$ cat src/rtl/hbf_pkg.sv
package hbf_pkg;
    localparam int HBF_ADDR_W = 3;
    localparam int HBF_DATA_W = 8;
    localparam int HBF_N_CH   = 2;
    // bit positions of the synchronised control pins
    localparam int HBF_BUS_W  = 4;
    localparam int IDX_RD     = 0;
    localparam int IDX_WR     = 1;
    localparam int IDX_CS0    = 2;
    localparam int IDX_CS1    = 3;
endpackage

$ cat src/rtl/hbf_sync.sv
module hbf_sync #(
    parameter int             W       = 4,
    parameter int             STAGES  = 2,
    parameter logic [W-1:0]   RST_VAL = '1
) (
    input  logic         clk,
    input  logic         rst_n,
    input  logic [W-1:0] async_i,
    output logic [W-1:0] sync_o
);
    generate
        for (genvar i = 0; i < W; i++) begin : g_bit
            logic [STAGES-1:0] stg_d, stg_q;
            always_comb begin
                stg_d = {stg_q[STAGES-2:0], async_i[i]};
            end
            always_ff @(posedge clk or negedge rst_n) begin
                if (!rst_n) stg_q <= {STAGES{RST_VAL[i]}};
                else        stg_q <= stg_d;
            end
            assign sync_o[i] = stg_q[STAGES-1];
        end
    endgenerate
endmodule

$ cat src/rtl/hbf_decode.sv
module hbf_decode
    import hbf_pkg::*;
#(
    parameter int ADDR_W = HBF_ADDR_W,
    parameter int DATA_W = HBF_DATA_W,
    parameter int N_CH   = HBF_N_CH,
    parameter int BUS_W  = HBF_BUS_W
) (
    input  logic                         clk,
    input  logic                         rst_n,
    input  logic                         mode_intel,
    input  logic [BUS_W-1:0]             bus_s,
    input  logic [ADDR_W-1:0]            addr_i,
    input  logic [DATA_W-1:0]            data_i,
    input  logic [N_CH-1:0][DATA_W-1:0]  ch_rdata,
    output logic [N_CH-1:0]              rd_p,
    output logic [N_CH-1:0]              wr_p,
    output logic [ADDR_W-1:0]            addr_o,
    output logic [DATA_W-1:0]            wdata_o,
    output logic [DATA_W-1:0]            rdata_o,
    output logic                         oe_o
);
    localparam int CH_W = (N_CH > 1) ? $clog2(N_CH) : 1;

    typedef struct packed {
        logic [BUS_W-1:0]  prev;
        logic [N_CH-1:0]   rd_p;
        logic [N_CH-1:0]   wr_p;
        logic [ADDR_W-1:0] addr;
        logic [DATA_W-1:0] wdata;
        logic [CH_W-1:0]   ch;
        logic              oe;
        logic [DATA_W-1:0] rdata;
    } dec_st_t;

    dec_st_t st_d, st_q;

    logic            rd_go, wr_go, rd_act;
    logic [CH_W-1:0] ch_sel;
    logic [N_CH-1:0] sel_vec;
    logic            cs0_l, cs1_l, one_sel;

    // cycle recognition for both bus styles
    always_comb begin
        cs0_l   = ~bus_s[IDX_CS0];
        cs1_l   = ~bus_s[IDX_CS1];
        one_sel = cs0_l ^ cs1_l;
        ch_sel  = '0;
        rd_go   = 1'b0;
        wr_go   = 1'b0;
        rd_act  = 1'b0;
        if (mode_intel) begin
            ch_sel = CH_W'(cs1_l);
            rd_go  = one_sel &  st_q.prev[IDX_RD] & ~bus_s[IDX_RD];
            wr_go  = one_sel & ~st_q.prev[IDX_WR] &  bus_s[IDX_WR];
            rd_act = one_sel & ~bus_s[IDX_RD];
        end else begin
            ch_sel = CH_W'(bus_s[IDX_CS1]);
            rd_go  =  st_q.prev[IDX_CS0] & ~bus_s[IDX_CS0] &  bus_s[IDX_WR];
            wr_go  = ~st_q.prev[IDX_CS0] &  bus_s[IDX_CS0] & ~bus_s[IDX_WR];
            rd_act =  cs0_l & bus_s[IDX_WR];
        end
        sel_vec         = '0;
        sel_vec[ch_sel] = 1'b1;
    end

    always_comb begin
        st_d      = st_q;
        st_d.prev = bus_s;
        st_d.rd_p = '0;
        st_d.wr_p = '0;
        st_d.oe   = rd_act;
        if (rd_go || wr_go) begin
            st_d.addr = addr_i;
            st_d.ch   = ch_sel;
        end
        if (rd_go) st_d.rd_p = sel_vec;
        if (wr_go) begin
            st_d.wr_p  = sel_vec;
            st_d.wdata = data_i;
        end
        if (|st_q.rd_p) st_d.rdata = ch_rdata[st_q.ch];
    end

    always_ff @(posedge clk or negedge rst_n) begin
        if (!rst_n) begin
            st_q      <= '0;
            st_q.prev <= '1;
        end else begin
            st_q <= st_d;
        end
    end

    assign rd_p    = st_q.rd_p;
    assign wr_p    = st_q.wr_p;
    assign addr_o  = st_q.addr;
    assign wdata_o = st_q.wdata;
    assign rdata_o = st_q.rdata;
    assign oe_o    = st_q.oe;
endmodule

$ cat src/rtl/hbf_irq_map.sv
module hbf_irq_map
    import hbf_pkg::*;
#(
    parameter int N_CH = HBF_N_CH
) (
    input  logic            mode_intel,
    input  logic [N_CH-1:0] irq_req,
    input  logic [N_CH-1:0] irq_en,
    output logic [N_CH-1:0] int_out,
    output logic [N_CH-1:0] int_oe,
    output logic [N_CH-1:0] op2_n
);
    logic any_req;
    assign any_req = |irq_req;

    generate
        for (genvar i = 0; i < N_CH; i++) begin : g_ch
            logic out_d, oe_d;
            always_comb begin
                if (mode_intel) begin
                    out_d = irq_req[i];
                    oe_d  = irq_en[i];
                end else if (i == 0) begin
                    out_d = 1'b0;
                    oe_d  = any_req;
                end else begin
                    out_d = 1'b0;
                    oe_d  = 1'b1;
                end
            end
            assign int_out[i] = out_d;
            assign int_oe[i]  = oe_d;
            assign op2_n[i]   = ~irq_en[i];
        end
    endgenerate
endmodule

$ cat src/rtl/hostbus_front.sv
module hostbus_front
    import hbf_pkg::*;
(
    input  logic                  clk,
    input  logic                  rst_n,
    input  logic                  mode_intel,
    input  logic                  pwr_save,
    input  logic                  rd_n,
    input  logic                  wr_n,
    input  logic                  cs0_n,
    input  logic                  cs1_n,
    input  logic [HBF_ADDR_W-1:0] addr,
    input  logic [HBF_DATA_W-1:0] dq_in,
    output logic [HBF_DATA_W-1:0] dq_out,
    output logic                  dq_oe,
    output logic [HBF_N_CH-1:0]   reg_rd,
    output logic [HBF_N_CH-1:0]   reg_wr,
    output logic [HBF_ADDR_W-1:0] reg_addr,
    output logic [HBF_DATA_W-1:0] reg_wdata,
    input  logic [HBF_DATA_W-1:0] ch0_rdata,
    input  logic [HBF_DATA_W-1:0] ch1_rdata,
    input  logic [HBF_N_CH-1:0]   irq_req,
    input  logic [HBF_N_CH-1:0]   irq_en,
    output logic [HBF_N_CH-1:0]   int_out,
    output logic [HBF_N_CH-1:0]   int_oe,
    output logic [HBF_N_CH-1:0]   op2_n
);
    logic [HBF_BUS_W-1:0] bus_raw, bus_gated, bus_s;
    logic                 oe_q;
    logic [HBF_N_CH-1:0][HBF_DATA_W-1:0] rdata_vec;

    // isolation: while in power save every control pin looks idle (high)
    always_comb begin
        bus_raw          = '1;
        bus_raw[IDX_RD]  = rd_n;
        bus_raw[IDX_WR]  = wr_n;
        bus_raw[IDX_CS0] = cs0_n;
        bus_raw[IDX_CS1] = cs1_n;
        bus_gated        = pwr_save ? '1 : bus_raw;
    end

    assign rdata_vec[0] = ch0_rdata;
    assign rdata_vec[1] = ch1_rdata;

    hbf_sync #(.W(HBF_BUS_W), .STAGES(2), .RST_VAL('1)) sync_i (
        .clk     (clk),
        .rst_n   (rst_n),
        .async_i (bus_gated),
        .sync_o  (bus_s)
    );

    hbf_decode dec_i (
        .clk        (clk),
        .rst_n      (rst_n),
        .mode_intel (mode_intel),
        .bus_s      (bus_s),
        .addr_i     (addr),
        .data_i     (dq_in),
        .ch_rdata   (rdata_vec),
        .rd_p       (reg_rd),
        .wr_p       (reg_wr),
        .addr_o     (reg_addr),
        .wdata_o    (reg_wdata),
        .rdata_o    (dq_out),
        .oe_o       (oe_q)
    );

    assign dq_oe = oe_q & ~pwr_save;

    hbf_irq_map irq_i (
        .mode_intel (mode_intel),
        .irq_req    (irq_req),
        .irq_en     (irq_en),
        .int_out    (int_out),
        .int_oe     (int_oe),
        .op2_n      (op2_n)
    );
endmodule

$ cat config.mk
export PLATFORM = sky130hd
export DESIGN_NAME = hostbus_front
export DESIGN_NICKNAME = d
export VERILOG_FILES = /design/src/rtl/hbf_pkg.sv /design/src/rtl/hbf_sync.sv /design/src/rtl/hbf_decode.sv /design/src/rtl/hbf_irq_map.sv /design/src/rtl/hostbus_front.sv
export SDC_FILE = /design/constraint.sdc
export NUM_CORES = 1
export LEC_CHECK = 0
export BUFFER_PORTS_ARGS = -buffer_cell sky130_fd_sc_hd__buf_2
export CAP_MARGIN = 20
export CORE_ASPECT_RATIO = 1.75
export CORE_MARGIN = 2
export CORE_UTILIZATION = 40
export DETAILED_ROUTE_END_ITERATION = 16
export HOLD_SLACK_MARGIN = 0.15
export MAX_ROUTING_LAYER = met4
export PLACE_DENSITY = 0.69
export SYNTH_ARGS = -nofsm -noshare
export SYNTH_HDL_FRONTEND = slang
export SYNTH_SLANG_ARGS = --single-unit
$ cat constraint.sdc
create_clock -name clk -period 2.1 [get_ports clk]
set_input_delay 0.21 -clock clk [delete_from_list [all_inputs] [get_ports clk]]
set_output_delay 0.21 -clock clk [all_outputs]
set_load 0.02 [all_outputs]
==> results.cfg, run 1 <==
[status]
outcome = completed

[finish]
final_cell_mix = buf_2, dfrtp_1, mux2_2
final_area_sq_um = 1991
final_common_cell = buf_2
multiInputGateArea_sq_um = 486.7
final_core_util = 0.5099
drive_gt1_frac = 0.5550
nFillCells = 361
antennaDiodeCount = 0
syn_to_final_growth_pct = 22.38
layout.nets = 229
fin_cells = 239
ff_latch_area_sq_um = 914.6

[pwr]
p_switching_mw = 0.6047
powerDensity_nw_per_um2 = 963.1
switching_share = 0.3154
p_leak_nw = 0.9708
clock_power_share = 0.235
pwr-share-comb = 0.283
vdd_drop_max_v = 0.0005273
intPower_mw = 1.313
seqPwrFrac = 0.482
p_total_mw = 1.917

[clock_network]
cts_made_buffers = 5
cts_sinks = 36
cts_tree = built
clock_latency_ps = 280
cts_resized = 0
clk_pin_slew_ps = 70
cts-root-buf = clkbuf_8
cts_max_path_buffers = 2
ctsHtreeMaxLevel = 2

[synthesis]
seq_area_frac_synth = 0.5623
syn_area_sq_um = 1627
async_flop_share = 1.000
synth_top_area_cell = dfrtp_1
synth.top_cell.area_share = 0.3846
synth.ff_latch_count = 36
synth-edff-count = 0
syn-num-nets = 175
synth_warnings = 0
syn-instance-count = 136
synth-main-ff-cell = dfrtp_1
synth_cell_type_count = 26
postSynthAreaPerCell_sq_um = 11.96
synthTopCellsByArea = dfrtp_1, dfstp_2, buf_4

[flow_run]
cap_violations = 0

[global_route]
grt.overflow.total = 0
grt_antenna_before_repair = 0
busiest_layer = met2
grt_pass1_wl_mm = 4.409
grt_pass1_vias = 1051
groute.usage.overall = 0.1333
grt_max_degree = 37
use_met3 = 0.05236
grt_util_met1 = 0.1397
use_met2 = 0.2232

[placement]
dp.cells = 221
place.gp.congestion = 0.6649
dpl_cell_area_sq_um = 1809
dp_hpwl_mm = 1.937
numPortBuffers = 68

[setup_path]
slowest_delay_ps = 580
endpoint_kind = register
crit_path_start_kind = register
path_class = register to register
critical_path.slowest_cell = dfstp_2
crit_required_ps = 2270
cp.arrival_ps = 1890
crit_chain = nor4b_1, a21oi_1, o21ai_2, mux2_2
cp_max_fo = 6

[sta]
rsz0062_at_grt = false
setup_viol = 0
hold_viol_final = 0
tns_ps = 0
period_share = 0.8163
worst_pin_slew_ps = 762.7
slew_headroom = 0.4915
drv_slew = 0
max_freq_ghz = 0.5834
finClkSkew_ps = 10.57
period_minus_slack_ps = 1714

[die]
ios = 69
start_util = 0.4167
die-height_microns = 88.36
die_width_microns = 52.21
core_area_sq_um = 3904
dieArea_sq_um = 4613
fp-row-count = 30

[hold_path]
hold_class = input pin to register

[detailed_routing]
vias_per_cell = 4.473
wire_per_inst_microns = 11.16
num_vias = 1069
drtPass1Iterations = 4
drc_errors = 0
routed_wl_mm = 2.668
drtIter0Drc = 23
ant_nets = 0
layout make-up:
| type | instances | area share |
|---|---|---|
| Tap cell | 48 | 0.03017 |
| Sequential cell | 36 | 0.4595 |
| Clock inverter | 1 | 0.002514 |
| Clock buffer | 7 | 0.03834 |
| Inverter | 2 | 0.003771 |
| Timing Repair Buffer | 78 | 0.2212 |
| Multi-Input combinational cell | 67 | 0.2445 |
worst max-delay path, delay by kind of cell (launching register included):
kind | cells | cell delay (ps)
mux | 1 | 370
compound gates | 2 | 240
flops | 1 | 580
simple gates | 1 | 430
cell families (layout without fill, tap and decap cells):
family	after synthesis	count (layout)	share of synthesized area
xor+xnor	2	2	0.01077
flops	36	36	0.5623
simple gates	30	30	0.1008
mux	20	20	0.1323
compound gates	15	15	0.05539
buf+inv	33	88	0.1385
through the flow:
step                setup slack (ps)  hold WS (ps)
floorplan                      520.4        -85.59
global placement               376.3         327.7
detailed placement             342.2         337.5
CTS                            327.1         150.1
global route                   246.7         152.4
finish                         385.8         158.6
registers in the layout (all words and copies together), names as in the netlist:
register            count
dec_i.rdata_o           8
dec_i.wdata_o           8
sync_i.g_bit.stg_q      8
dec_i.st_q              4
dec_i.addr_o            3
dec_i.rd_p              2
dec_i.wr_p              2
dec_i.oe_o              1
Yosys cell counts (2+ instances only):
cell,n
a21oi_1,10
and2_1,2
buf_4,27
clkbuf_1,3
dfrtp_1,25
dfstp_2,11
inv_1,2
mux2_2,12
mux2i_1,8
nand2_1,2
nand3_1,2
nor2_1,11
nor2b_1,3
or2_2,5
xor2_1,2
repair_timing:
item | in CTS | in global routing
endpoints found under the hold margin | 33 | 1
setup buffers | 0 | 0
hold buffers | 9 | 1
power by group through the flow:
stage	Clock (mW)	Sequential [mW]	Combinational, mW
after floorplan	0	0.899	0.545
after global placement	0	0.936	0.527
after detailed placement	0	0.939	0.535
after CTS	0.473	0.927	0.549
after global routing	0.508	0.945	0.592
final	0.451	0.924	0.542
metal layers:
| layer | wire [microns] | vias to the layer above | share of wire |
|---|---|---|---|
| met3 | 253 | 5 | 0.095 |
| met5 | 0 | - | 0 |
| met1 | 955 | 485 | 0.36 |
| met2 | 1410 | 48 | 0.53 |
| li1 | - | 531 | - |
| met4 | 49 | 0 | 0.018 |
final timing paths:
path | startpoint | end | slack (ps) | cells after the start
max | sync_i.g_bit[2].stg_q[1] | dec_i.addr_o[1] | 390 | 4
min | dq_in[1] | dec_i.wdata_o[1] | 160 | 2
max reg2reg | sync_i.g_bit[2].stg_q[1] | dec_i.addr_o[1] | 390 | 4
min reg2reg | sync_i.g_bit[0].stg_q[0] | sync_i.g_bit[0].stg_q[1] | 360 | 0
max in group asynchronous | rst_n | dec_i.rdata_o[7] | 1060 | 2
min in group asynchronous | rst_n | dec_i.rdata_o[4] | 540 | 2
Power figures use the tool's default switching activity.
==> run 2: changes to the inputs <==
PLACE_DENSITY = 0.72   (was 0.69)
clock period = 1.5 ns   (was 2.1 ns; I/O delays follow)
==> run 2 against run 1 <==
Effect of this change:
- the flow now finishes with violations (setup timing)
- hold slack improved by 7.2 ps
- clock skew decreased by 5.3 ps
- cell count increased by 8.8%
==> results.cfg, run 2 (synthesis gave the netlist of run 1 again) <==
[detailed_routing]
drc_errors = 0
drtPass1Iterations = 4
routed_wl_mm = 3.177
ant_nets = 0
wire_per_inst_microns = 12.22
drtIter0Drc = 28
vias_per_cell = 4.392
num_vias = 1142

[clock_network]
cts_tree = built
cts_sinks = 36
cts_max_path_buffers = 2
cts-root-buf = clkbuf_8
clk_pin_slew_ps = 70
cts_made_buffers = 5
ctsHtreeMaxLevel = 2
clock_latency_ps = 290

[sta]
finClkSkew_ps = 5.261
worst_pin_slew_ps = 474.7
tns_ps = -698.8
hold_viol_final = 0
slew_headroom = 0.6836
max_freq_ghz = 0.6231
setup_viol = 12
drv_slew = 0
period_minus_slack_ps = 1605
rsz0062_at_grt = true
setup_slack_ps = -104.9
period_share = 1.070
whs_ps = 165.8

[die]
start_util = 0.4167
core_area_sq_um = 3904
dieArea_sq_um = 4613
ios = 69
die-height_microns = 88.36
die_width_microns = 52.21
fp-row-count = 30

[setup_path]
path_class = register to register
slowest_delay_ps = 610
cp_max_fo = 4
endpoint_kind = register
crit_required_ps = 1670
crit_path_start_kind = register
crit_chain = xor2_4, nand2_2, o21ai_4, mux2_4
critical_path.slowest_cell = dfstp_2
cp.arrival_ps = 1780

[global_route]
groute.usage.overall = 0.1576
grt.overflow.total = 0
grt_antenna_before_repair = 0
grt_pass1_wl_mm = 5.078
use_met3 = 0.04054
grt_max_degree = 37
use_met2 = 0.2865
grt_util_met1 = 0.1520
grt_pass1_vias = 1195
busiest_layer = met2

[flow_run]
cap_violations = 0

[pwr]
pwr-share-comb = 0.292
intPower_mw = 2.000
clock_power_share = 0.263
p_switching_mw = 0.9134
p_leak_nw = 1.112
vdd_drop_max_v = 0.0008113
switching_share = 0.3135
powerDensity_nw_per_um2 = 1273
seqPwrFrac = 0.445

[status]
violations = setup timing
outcome = complete, but fails checks

[finish]
nFillCells = 352
syn_to_final_growth_pct = 40.69
layout.nets = 250
final_cell_mix = buf_2, dfrtp_1, dlygate4sd3_1
final_common_cell = buf_2
antennaDiodeCount = 0
drive_gt1_frac = 0.5896
final_core_util = 0.5862
fin_cells = 260

[placement]
dp.cells = 229
numPortBuffers = 68
place.gp.congestion = 0.7529
preCtsSetupSlack_ps = -106.3
dp_hpwl_mm = 2.175

[hold_path]
hold_class = input pin to register
[run 2: changes by cell type in the layout (fill, tap and decap cells not counted), moves of 2 or more]
cell | previous run | this run
dlygate4sd3_1 | 10 | 20
buf_4 | 0 | 10
mux2_4 | 0 | 4
clkbuf_1 | 2 | 0
mux2_2 | 12 | 8
[run 2: timing repair]
action | CTS | global route
buffers inserted | 2 | 1
hold buffers | 20 | 0
endpoints found under the setup margin | 12 | 13
pin swaps | 0 | 4
gates resized for setup | 10 | 3
endpoints found under the hold margin | 40 | 0
[run 2: worst paths after layout]
path,startpoint,endpoint,slack [ps],cells after the start
hold reg to reg,sync_i.g_bit[0].stg_q[0],sync_i.g_bit[0].stg_q[1],360,0
max in group asynchronous,rst_n,dec_i.st_q[27],740,3
hold / removal,ch0_rdata[7],dec_i.rdata_o[7],170,3
setup / recovery,sync_i.g_bit[2].stg_q[1],dec_i.addr_o[1],-100,4
setup reg to reg,sync_i.g_bit[2].stg_q[1],dec_i.addr_o[1],-100,4
min in group asynchronous,rst_n,dec_i.wdata_o[3],430,3
[run 2: layer usage]
layer	routed length [microns]	share of wire
met1	1182	0.37
met2	1747	0.55
met5	0	0
met3	201	0.063
met4	45	0.014
[run 2: critical path: cells and delay by family (launching register included)]
kind / cells / cell delay (ps)
xor gates and xnor gates: 1 / 200
and+or+nand+nor: 1 / 100
muxes: 1 / 330
AOI/OAI and AO/OA: 1 / 250
DFF: 1 / 610
[run 2: stage by stage]
step / area [sq um] / total power [mW]
2_1_floorplan: 1633 / 2.022
3_3_place_gp: 1888 / 2.066
3_5_place_dp: 1888 / 2.091
4_1_cts: 2257 / 2.944
5_1_grt: 2288 / 3.089
6_report: 2288 / 2.914
[run 2: power groups by stage]
stage,Clock (mW),Combinational (mW),Sequential (mW)
after floorplan,0,0.763,1.26
after global placement,0,0.761,1.30
after detailed placement,0,0.777,1.31
after CTS,0.799,0.846,1.30
after global routing,0.846,0.921,1.32
final,0.766,0.850,1.30
[run 2: final cells by class]
cell class / instances / area (sq um) / share of cell area
Clock buffer: 6 / 93.84 / 0.04101
Clock inverter: 2 / 11.26 / 0.004921
Inverter: 2 / 7.507 / 0.003280
Multi-Input combinational cell: 67 / 565.5 / 0.2471
Sequential cell: 36 / 914.6 / 0.3997
Tap cell: 48 / 60.06 / 0.02624
Timing Repair Buffer: 99 / 635.6 / 0.2777
==> run 3: changes to the inputs <==
PLACE_DENSITY = 0.71   (was 0.72)
SYNTH_HIERARCHICAL = 1   (was default)
==> run 3 against run 2 <==
Effect of this change:
- the run still ends with setup timing left
- first-iteration DRC count down 86%
- cell area up 0.33%
- sequential power about the same
- critical endpoint is now dec_i/addr_o[0]
==> results.cfg, run 3 <==
[sta]
drv_slew = 0
hold_viol_final = 0
worst_pin_slew_ps = 470.9
period_share = 1.072
setup_slack_ps = -107.8
setup_viol = 12
tns_ps = -1003
slew_headroom = 0.6861
max_freq_ghz = 0.6219
rsz0062_at_grt = true
period_minus_slack_ps = 1608
finClkSkew_ps = 7.082

[detailed_routing]
drc_errors = 0
vias_per_cell = 4.426
routed_wl_mm = 3.095
wire_per_inst_microns = 12.09
num_vias = 1133
drtIter0Drc = 4
drtPass1Iterations = 3
ant_nets = 0

[die]
core_area_sq_um = 4111
ios = 69
dieArea_sq_um = 4829
die-height_microns = 90.44
fp-row-count = 31
start_util = 0.4154
die_width_microns = 53.40

[pwr]
pwr-share-comb = 0.300
clock_power_share = 0.266
p_switching_mw = 0.9444
switching_share = 0.3072
p_leak_nw = 1.130
intPower_mw = 2.130
seqPwrFrac = 0.433
vdd_drop_max_v = 0.001069
powerDensity_nw_per_um2 = 1339

[global_route]
grt_pass1_vias = 1122
groute.usage.overall = 0.1476
grt_pass1_wl_mm = 4.974
use_met3 = 0.03974
use_met2 = 0.2613
grt_antenna_before_repair = 0
grt_util_met1 = 0.1408
grt_max_degree = 21
busiest_layer = met2
grt.overflow.total = 0

[setup_path]
slowest_delay_ps = 600
cp_top_family = flip-flops
crit_buf_inv = 0
critical_path.slowest_cell = dfstp_2
critical_path.endpoint = dec_i/addr_o[0]
crit_required_ps = 1670
cp_max_fo = 4
crit_path_start_kind = register
crit_chain = nor4b_4, a41o_1, nand2b_4, mux2_4
reg2regPathDepth = 4
crit_cells = 4
cp.arrival_ps = 1780
cp-startpoint = sync_i/g_bit[2].stg_q[1]
reg2reg_slack_ps = -110
path_class = register to register
endpoint_kind = register
r2r-end = dec_i/addr_o[0]
rr_startpoint = sync_i/g_bit[2].stg_q[1]

[finish]
nFillCells = 366
antennaDiodeCount = 0
multiInputGateArea_sq_um = 568.0
ff_latch_area_sq_um = 914.6
final_core_util = 0.5584
final_cell_mix = buf_2, dfrtp_1, dlygate4sd3_1
final_common_cell = buf_2
drive_gt1_frac = 0.5507
layout.nets = 245
syn_to_final_growth_pct = 34.43

[synthesis]
yosysMostFrequentCell = buf_4
async_flop_share = 1.000
synth.ff_latch_count = 36
synth.top_cell.area_share = 0.3663
syn_area_sq_um = 1708
syn-num-nets = 177
synth_cell_type_count = 24
synth-edff-count = 0
seq_area_frac_synth = 0.5355
synth_common_cells = buf_4, dfrtp_1, mux2_4
synth_warnings = 6
synthTopCellsByArea = dfrtp_1, dfstp_2, buf_4
synth-main-ff-cell = dfrtp_1
syn-instance-count = 138
synth_top_area_cell = dfrtp_1
postSynthAreaPerCell_sq_um = 12.38

[clock_network]
cts-root-buf = clkbuf_8
cts_sinks = 36
cts_made_buffers = 5
cts_max_path_buffers = 2
clk_pin_slew_ps = 70
cts_tree = built
clock_latency_ps = 280
ctsHtreeMaxLevel = 2

[status]
outcome = complete, but fails checks
violations = setup timing

[placement]
preCtsSetupSlack_ps = -118.7
place.gp.congestion = 0.6630
numPortBuffers = 68
dp_hpwl_mm = 2.197

[hold_path]
hold_class = input pin to register

[flow_run]
cap_violations = 0
[run 3: kinds of logic after synthesis]
| kind of cell | count (synthesis) | synth area share |
|---|---|---|
| xor+xnor | 2 | 0.01026 |
| mux | 20 | 0.1524 |
| compound gates | 13 | 0.04762 |
| simple gates | 28 | 0.09597 |
| flops | 36 | 0.5355 |
| buf+inv | 39 | 0.1582 |
[run 3: layout make-up]
cell class,count,area share
Sequential cell,36,0.3984
Timing Repair Buffer,96,0.2725
Multi-Input combinational cell,63,0.2474
Clock buffer,5,0.02997
Tap cell,49,0.02670
Clock inverter,3,0.01853
Inverter,4,0.006540
[run 3: power groups by stage]
stage	registers [mW]	clock network, mW	logic, mW
2_1_floorplan	1.28	0	0.893
3_3_place_gp	1.34	0	0.867
3_5_place_dp	1.34	0	0.887
4_1_cts	1.33	0.849	0.929
5_1_grt	1.36	0.885	0.991
6_report	1.33	0.819	0.923
[run 3: worst min-delay path: cells and delay by family]
family / cells / cell delay, ps
AOI/OAI and AO/OA: 1 / 140
buffers and inverters: 1 / 70
muxes: 1 / 50
[run 3: routing by layer]
metal / vias up / wire length, microns
li1: 554 / -
met1: 528 / 1075
met2: 45 / 1739
met3: 6 / 224
met4: 0 / 56
met5: - / 0
[run 3: what timing repair did]
action | in CTS | in global routing
pin swaps | 2 | 0
setup endpoints to repair | 12 | 12
hold buffers | 20 | 0
hold endpoints to repair | 51 | 0
resized for setup | 1 | 0
buffers inserted | 1 | 1
[run 3: how the worst min path moves through the flow]
stage / startpoint / end / cells past startpoint
3_5_place_dp: rst_n / dec_i/rdata_o[6] / 1
2_1_floorplan: rst_n / dec_i/addr_o[0] / 0
4_1_cts: ch0_rdata[3] / dec_i/rdata_o[3] / 3
3_3_place_gp: rst_n / dec_i/rdata_o[5] / 1
5_1_grt: ch0_rdata[4] / dec_i/rdata_o[4] / 3
6_report: ch0_rdata[3] / dec_i/rdata_o[3] / 3
[run 3: metrics by stage]
stage / hold WS (ps) / power (mW) / cell area, sq um / instances
global placement: 115.9 / 2.207 / 1961 / 226
floorplan: -145.6 / 2.171 / 1752 / 138
detailed placement: 125.3 / 2.229 / 1961 / 226
CTS: 167.5 / 3.110 / 2288 / 255
finish: 168.8 / 3.075 / 2296 / 256
global route: 173.5 / 3.240 / 2296 / 256
